===== src/rtl/legacy_cs_pkg.sv =====
package legacy_cs_pkg;

   // Captured board straps, all active-high meaning "feature on"
   typedef struct packed {
      logic kb_en;
      logic rtc_en;
      logic cfg_hi;
      logic rom_en;
   } strap_t;

   // Internal active-high I/O hits
   typedef struct packed {
      logic p80;
      logic kb;
      logic mc;
      logic rtc;
      logic lowio;
      logic cfg;
   } io_hit_t;

   localparam int unsigned IO_HIT_N = 6;

endpackage


===== src/rtl/strap_capture.sv =====
module strap_capture
   import legacy_cs_pkg::*;
(
   input  logic   clk,
   input  logic   rst_n,
   input  logic   pin_kb_n,
   input  logic   pin_rtc_n,
   input  logic   pin_cfg_hi,
   input  logic   pin_rom_en,
   output strap_t straps
);

   strap_t pin_view;

   always_comb begin
      pin_view.kb_en  = ~pin_kb_n;
      pin_view.rtc_en = ~pin_rtc_n;
      pin_view.cfg_hi = pin_cfg_hi;
      pin_view.rom_en = pin_rom_en;
   end

   // Track the pins on every edge seen in reset; freeze afterwards
   always_ff @(posedge clk) begin
      if (!rst_n) begin
         straps <= pin_view;
      end
   end

   // straps frozen while out of reset
   a_r2_straps_frozen: assert property (@(posedge clk) disable iff (!rst_n)
      $past(rst_n) |-> $stable(straps));

endmodule


===== src/rtl/io_port_decoder.sv =====
module io_port_decoder
   import legacy_cs_pkg::*;
#(
   parameter int unsigned       IO_W       = 16,
   parameter logic [IO_W-1:0]   PORT_P80   = 16'h0080,
   parameter logic [IO_W-1:0]   PORT_KB_A  = 16'h0060,
   parameter logic [IO_W-1:0]   PORT_KB_B  = 16'h0064,
   parameter logic [IO_W-1:0]   PORT_MC_A  = 16'h0062,
   parameter logic [IO_W-1:0]   PORT_MC_B  = 16'h0066,
   parameter logic [IO_W-1:0]   PORT_RTC   = 16'h0070,
   parameter logic [IO_W-1:0]   PORT_CFG_H = 16'h004E,
   parameter logic [IO_W-1:0]   PORT_CFG_L = 16'h002E,
   parameter int unsigned       LOWIO_LSB  = 11,
   parameter bit                RTC_PAIR   = 1'b1,
   parameter bit                CFG_PAIR   = 1'b1
) (
   input  logic [IO_W-1:0] io_addr,
   input  logic            io_cyc,
   input  logic            lowio_en,
   input  strap_t          straps,
   output io_hit_t         hits
);

   localparam int unsigned ZERO_W = IO_W - LOWIO_LSB;

   generate
      if (IO_W < 8 || IO_W > 32) begin : g_bad_iow
         $error("io_port_decoder: IO_W out of range");
      end
      if (LOWIO_LSB >= IO_W) begin : g_bad_lowio
         $error("io_port_decoder: LOWIO_LSB must be below IO_W");
      end
      if (RTC_PAIR && PORT_RTC[0]) begin : g_bad_rtc
         $error("io_port_decoder: paired RTC base must be even");
      end
      if (CFG_PAIR && (PORT_CFG_H[0] || PORT_CFG_L[0])) begin : g_bad_cfg
         $error("io_port_decoder: paired config bases must be even");
      end
   endgenerate

   logic hit_p80, hit_kb, hit_mc, hit_rtc, hit_cfg, hit_low;
   logic [IO_W-1:0] cfg_base;

   assign cfg_base = straps.cfg_hi ? PORT_CFG_H : PORT_CFG_L;

   assign hit_p80 = (io_addr == PORT_P80);
   assign hit_kb  = (io_addr == PORT_KB_A) || (io_addr == PORT_KB_B);
   assign hit_mc  = (io_addr == PORT_MC_A) || (io_addr == PORT_MC_B);
   assign hit_low = (io_addr[IO_W-1:LOWIO_LSB] == {ZERO_W{1'b0}});

   // Paired ports ignore address bit 0; single ports compare all bits
   generate
      if (RTC_PAIR) begin : g_rtc_pair
         assign hit_rtc = (io_addr[IO_W-1:1] == PORT_RTC[IO_W-1:1]);
      end else begin : g_rtc_single
         assign hit_rtc = (io_addr == PORT_RTC);
      end
      if (CFG_PAIR) begin : g_cfg_pair
         assign hit_cfg = (io_addr[IO_W-1:1] == cfg_base[IO_W-1:1]);
      end else begin : g_cfg_single
         assign hit_cfg = (io_addr == cfg_base);
      end
   endgenerate

   always_comb begin
      hits.p80   = io_cyc & hit_p80 & ~straps.kb_en;
      hits.kb    = io_cyc & hit_kb  &  straps.kb_en;
      hits.mc    = io_cyc & hit_mc  &  straps.kb_en;
      hits.rtc   = io_cyc & hit_rtc &  straps.rtc_en;
      hits.lowio = io_cyc & hit_low &  lowio_en;
      hits.cfg   = io_cyc & hit_cfg;
   end

   // with keyboard on, the POST port select is never produced
   a_r4_p80_vs_kb: assert final (!(straps.kb_en === 1'b1 && hits.p80 === 1'b1));

endmodule


===== src/rtl/rom_window_decoder.sv =====
module rom_window_decoder #(
   parameter int unsigned        ADDR_W = 20,
   parameter logic [ADDR_W-1:0]  ROM_LO = 20'hF0000,
   parameter logic [ADDR_W-1:0]  ROM_HI = 20'hFFFFF
) (
   input  logic [ADDR_W-1:0] addr,
   input  logic              mem_rd,
   input  logic              enable,
   output logic              rom_hit
);

   localparam longint unsigned SPAN    = longint'(ROM_HI) - longint'(ROM_LO) + 64'd1;
   localparam bit              POW2    = ((SPAN & (SPAN - 64'd1)) == 64'd0);
   localparam bit              ALIGNED = POW2 && ((longint'(ROM_LO) % SPAN) == 64'd0);
   localparam logic [ADDR_W-1:0] MASK  = ~(ADDR_W'(SPAN - 64'd1));

   generate
      if (ADDR_W < 16 || ADDR_W > 32) begin : g_bad_aw
         $error("rom_window_decoder: ADDR_W out of range");
      end
      if (ROM_HI < ROM_LO) begin : g_bad_range
         $error("rom_window_decoder: ROM_HI below ROM_LO");
      end
   endgenerate

   logic in_window;

   // Aligned power-of-two windows need one masked compare; others a range check
   generate
      if (ALIGNED) begin : g_masked
         assign in_window = ((addr & MASK) == ROM_LO);
      end else begin : g_range
         assign in_window = (addr >= ROM_LO) && (addr <= ROM_HI);
      end
   endgenerate

   assign rom_hit = mem_rd & enable & in_window;

endmodule


===== src/rtl/legacy_cs_decoder.sv =====
module legacy_cs_decoder
   import legacy_cs_pkg::*;
#(
   parameter int unsigned ADDR_W   = 20,
   parameter int unsigned IO_W     = 16,
   parameter bit          CFG_PAIR = 1'b1
) (
   input  logic              clk,
   input  logic              rst_n,
   input  logic              strap_kb_n,
   input  logic              strap_rtc_n,
   input  logic              strap_cfg_hi,
   input  logic              strap_rom_en,
   input  logic [ADDR_W-1:0] sa,
   input  logic              aen,
   input  logic              ior_n,
   input  logic              iow_n,
   input  logic              memr_n,
   input  logic              cfg_rom_en,
   input  logic              cfg_lowio_en,
   output logic              p80_cs_n,
   output logic              kb_cs_n,
   output logic              mc_cs_n,
   output logic              rtc_cs_n,
   output logic              lowio_cs_n,
   output logic              rom_cs_n,
   output logic              cfg_port_hit
);

   generate
      if (IO_W > ADDR_W) begin : g_bad_widths
         $error("legacy_cs_decoder: IO_W exceeds ADDR_W");
      end
   endgenerate

   strap_t  straps;
   io_hit_t io_hits;
   logic    io_cyc;
   logic    mem_rd;
   logic    rom_en_any;
   logic    rom_hit;

   strap_capture u_straps (
      .clk        (clk),
      .rst_n      (rst_n),
      .pin_kb_n   (strap_kb_n),
      .pin_rtc_n  (strap_rtc_n),
      .pin_cfg_hi (strap_cfg_hi),
      .pin_rom_en (strap_rom_en),
      .straps     (straps)
   );

   assign io_cyc     = rst_n & ~aen & (~ior_n | ~iow_n);
   assign mem_rd     = rst_n & ~memr_n;
   assign rom_en_any = cfg_rom_en | straps.rom_en;

   io_port_decoder #(
      .IO_W     (IO_W),
      .CFG_PAIR (CFG_PAIR)
   ) u_io (
      .io_addr  (sa[IO_W-1:0]),
      .io_cyc   (io_cyc),
      .lowio_en (cfg_lowio_en),
      .straps   (straps),
      .hits     (io_hits)
   );

   rom_window_decoder #(
      .ADDR_W (ADDR_W)
   ) u_rom (
      .addr    (sa),
      .mem_rd  (mem_rd),
      .enable  (rom_en_any),
      .rom_hit (rom_hit)
   );

   assign p80_cs_n     = ~io_hits.p80;
   assign kb_cs_n      = ~io_hits.kb;
   assign mc_cs_n      = ~io_hits.mc;
   assign rtc_cs_n     = ~io_hits.rtc;
   assign lowio_cs_n   = ~io_hits.lowio;
   assign cfg_port_hit =  io_hits.cfg;
   assign rom_cs_n     = ~rom_hit;

   // quiet outputs in reset
   a_r1_reset_quiet: assert property (@(posedge clk)
      !rst_n |-> (p80_cs_n && kb_cs_n && mc_cs_n && rtc_cs_n && lowio_cs_n
                  && rom_cs_n && !cfg_port_hit));

   // no I/O select without an I/O strobe and with AEN low
   a_r9_io_qualified: assert property (@(posedge clk) disable iff (!rst_n)
      (aen || (ior_n && iow_n)) |-> (p80_cs_n && kb_cs_n && mc_cs_n && rtc_cs_n
                                     && lowio_cs_n && !cfg_port_hit));

   // ROM select only on memory reads
   a_r10_rom_mem_only: assert property (@(posedge clk) disable iff (!rst_n)
      memr_n |-> rom_cs_n);

   // fixed-port selects are mutually exclusive
   a_r3_fixed_onehot: assert property (@(posedge clk) disable iff (!rst_n)
      $onehot0({~p80_cs_n, ~kb_cs_n, ~mc_cs_n, ~rtc_cs_n, cfg_port_hit}));

   // a strap pin toggling after release leaves the keyboard decode fixed
   a_r2_kb_pin_ignored: assert property (@(posedge clk) disable iff (!rst_n)
      ($past(rst_n) && !$stable(strap_kb_n)) |-> $stable(straps.kb_en));

endmodule


===== config.mk =====
export PLATFORM = sky130hd
export DESIGN_NAME = legacy_cs_decoder
export DESIGN_NICKNAME = d
export VERILOG_FILES = /design/src/rtl/legacy_cs_pkg.sv /design/src/rtl/strap_capture.sv /design/src/rtl/io_port_decoder.sv /design/src/rtl/rom_window_decoder.sv /design/src/rtl/legacy_cs_decoder.sv
export SDC_FILE = /design/constraint.sdc
export NUM_CORES = 1
export LEC_CHECK = 0
export BUFFER_PORTS_ARGS = -buffer_cell sky130_fd_sc_hd__buf_2
export CORE_AREA = 5 5 42 44
export CTS_BUF_LIST = sky130_fd_sc_hd__clkbuf_8
export CTS_CLUSTER_SIZE = 28
export DETAILED_ROUTE_END_ITERATION = 10
export DIE_AREA = 0 0 47 49
export PLACE_DENSITY = 0.73
export SLEW_MARGIN = 5
export SYNTH_ARGS = -nofsm -noshare
export SYNTH_HDL_FRONTEND = slang
export SYNTH_SLANG_ARGS = --single-unit

===== constraint.sdc =====
create_clock -name clk -period 3.4 [get_ports clk]
set_clock_uncertainty 0.05 [all_clocks]
set_input_delay 0.34 -clock clk [delete_from_list [all_inputs] [get_ports clk]]
set_output_delay 0.34 -clock clk [all_outputs]
set_load 0.02 [all_outputs]

==> flow_summary.json <==
{
  "drive_gt1_frac": 0.557,
  "finalCritPeriodShare": 0.579,
  "netlist_instances": 38,
  "via_count": 446,
  "ctsHoldBuffers": 0,
  "port-buffer-count": 38,
  "floorplan.initialDensity": 0.238,
  "maximum_ir_drop_on_the_vdd_rail_uv": 180,
  "layout.area.seq_um2": 120,
  "power.combinational.fraction": 0.164,
  "ctsLongestPathBuffers": 2,
  "cts_made_buffers": 3,
  "critical_path_arrival_ps": 1580,
  "synth-seq-cells": 4,
  "finish.instance_area_um2": 586,
  "first_pass_grt_wire_length_um": 1610,
  "multi_input_area_um2": 203,
  "mostFrequentLayoutCell": "sky130_fd_sc_hd__buf_2",
  "first_global_vias": 459,
  "total_standard_cell_area_after_synthesis_um2": 334,
  "critPathCaptureType": "output port",
  "cts_sinks": 4,
  "crit_fanout": 3,
  "htreeDepth": 1,
  "crit_path_start_kind": "primary input",
  "timing_worst_slew_pin_value_ps": 262,
  "internal_power_uw": 153,
  "insertedDiodeCount": 0,
  "antenna_found_initial": 0,
  "route.detailed.wl_per_inst_um": 10.9,
  "clock_power_share": 0.520,
  "global_route.usage.total": 0.0968,
  "leakage_uw": 0.000265,
  "status": "finished, final reports clean",
  "gp_congestion": 0.712,
  "post_cts_resize_count": 0,
  "crit_required_ps": 3010,
  "dp_hpwl_um": 936,
  "yosysSeqAreaShare": 0.360,
  "drc_errors": 0,
  "placementRows": 14,
  "final_routed_wirelength_um": 1040,
  "postPlaceCellArea_um2": 544,
  "max_freq_mhz": 508,
  "cap_violations": 0,
  "core_area_mm2": 0.00140,
  "yosys.cell_types.count": 18,
  "clock_slew_at_the_register_clock_pins_of_the_worst_setup_and_hold_paths_ps": 30,
  "first_iter_violations": 7,
  "die_area_mm2": 0.00230,
  "p_switching_uw": 39.1,
  "final_cell_mix": "sky130_fd_sc_hd__buf_2, sky130_fd_sc_hd__nand2_1, sky130_fd_sc_hd__nor2_1, sky130_fd_sc_hd__edfxtp_1",
  "power.share.switching": 0.204,
  "design.portCount": 39,
  "min-delay-path-class": "in2reg",
  "final-setup-viol-count": 0,
  "postCtsSetupRepairBufs": 0,
  "cts_tree": "built",
  "tns_ps": 0,
  "fp.dieH_um": 49,
  "mappedNetlistNets": 70,
  "cts.root.buffer_cell": "sky130_fd_sc_hd__clkbuf_8",
  "number_of_nets_still_failing_antenna_checks_after_routing": 0,
  "final-hold-violation-count": 0,
  "global_route.overflow_total": 0,
  "n_fill_cell": 149,
  "cellPowerDensity_mw_per_mm2": 328,
  "grt_max_degree": 6,
  "placed_cells_incl_taps": 92,
  "final_cells": 95,
  "power.sequential.fraction": 0.316,
  "layout-area-overhead-vs-synth_pct": 75.3,
  "first_pass_iters": 3,
  "largest_register_ffs": 4,
  "maxSlewViolCount": 0,
  "final_net_count": 113,
  "remaining_max_slew_budget_at_the_tightest_pin": 0.823,
  "fin_crit_ps": 1970,
  "reg_top3": "u_straps.straps x4",
  "avgSynthCellArea_um2": 8.79,
  "drt-vias-per-instance": 4.69,
  "floorplan.die.width_um": 47,
  "finish.utilization": 0.418,
  "whs_ps": 251,
  "rsz_0062_raised_after_global_routing": "no",
  "criticalPathCategory": "in2out",
  "yosysWarnings": 0,
  "top_register": "u_straps.straps"
}
[metal layers]
layer	global-route usage	wire (um)	up-vias
li1	-	-	230
met1	0.113	375	184
met2	0.143	489	30
met3	0.0185	155	2
met4	0.0829	17	0
met5	0	0	-
[layout make-up]
| cell class | count | share of cell area |
|---|---|---|
| clock buffers | 3 | 0.0705 |
| inverters | 3 | 0.0192 |
| multi-input cells | 31 | 0.346 |
| flip-flops and latches | 4 | 0.205 |
| well taps | 16 | 0.0342 |
| repair buffers | 38 | 0.325 |
[power by group through the flow]
stage	logic (uW)	clock network, uW	registers [uW]
3_5_place_dp	31.8	0	61.2
2_1_floorplan	9.55	0	60.6
3_3_place_gp	31.1	0	61.0
4_1_cts	31.9	104	60.6
5_1_grt	35.7	106	61.1
6_report	31.5	99.8	60.6
[cells by family after synthesis]
logic type,share of synthesized area
compound gates,0.0150
simple gates,0.592
buf+inv,0.0337
flops,0.360
[through the flow]
| stage | setup WS (ps) | total power, uW |
|---|---|---|
| final | 1430 | 192 |
| after CTS | 1430 | 197 |
| after detailed placement | 1430 | 93.1 |
| after floorplan | 1530 | 70.1 |
| after global placement | 1440 | 92.1 |
| after global routing | 1310 | 203 |
[critical path, stage by stage]
cell,delay [ps]
sky130_fd_sc_hd__buf_2,110
sky130_fd_sc_hd__nor4b_4,310
sky130_fd_sc_hd__nand4_1,140
sky130_fd_sc_hd__or4_1,510
sky130_fd_sc_hd__buf_2,170
[synth_stat cells]
library cell	number	area, um2
sky130_fd_sc_hd__edfxtp_1	4	120
sky130_fd_sc_hd__nand2_1	4	15.0
sky130_fd_sc_hd__nor2_1	4	15.0
sky130_fd_sc_hd__inv_1	3	11.3
sky130_fd_sc_hd__nand4_1	3	18.8
sky130_fd_sc_hd__nor3_1	3	15.0
sky130_fd_sc_hd__and3b_1	2	17.5
sky130_fd_sc_hd__nand3_1	2	10.0
sky130_fd_sc_hd__nand3b_1	2	15.0
sky130_fd_sc_hd__or3_1	2	12.5
sky130_fd_sc_hd__or4_1	2	15.0
sky130_fd_sc_hd__a21oi_1	1	5.00
sky130_fd_sc_hd__nor3b_1	1	7.51
sky130_fd_sc_hd__nor4_1	1	6.26
sky130_fd_sc_hd__nor4b_1	1	8.76
sky130_fd_sc_hd__nor4b_4	1	23.8
sky130_fd_sc_hd__or3_2	1	7.51
sky130_fd_sc_hd__or4b_2	1	10.0
[final timing paths]
check / start / endpoint / cells after the start
worst max-delay path: sa[11] / mc_cs_n / 5
worst min-delay path: strap_cfg_hi / u_straps.straps[1] / 1
(Power assumes the default switching activity.)
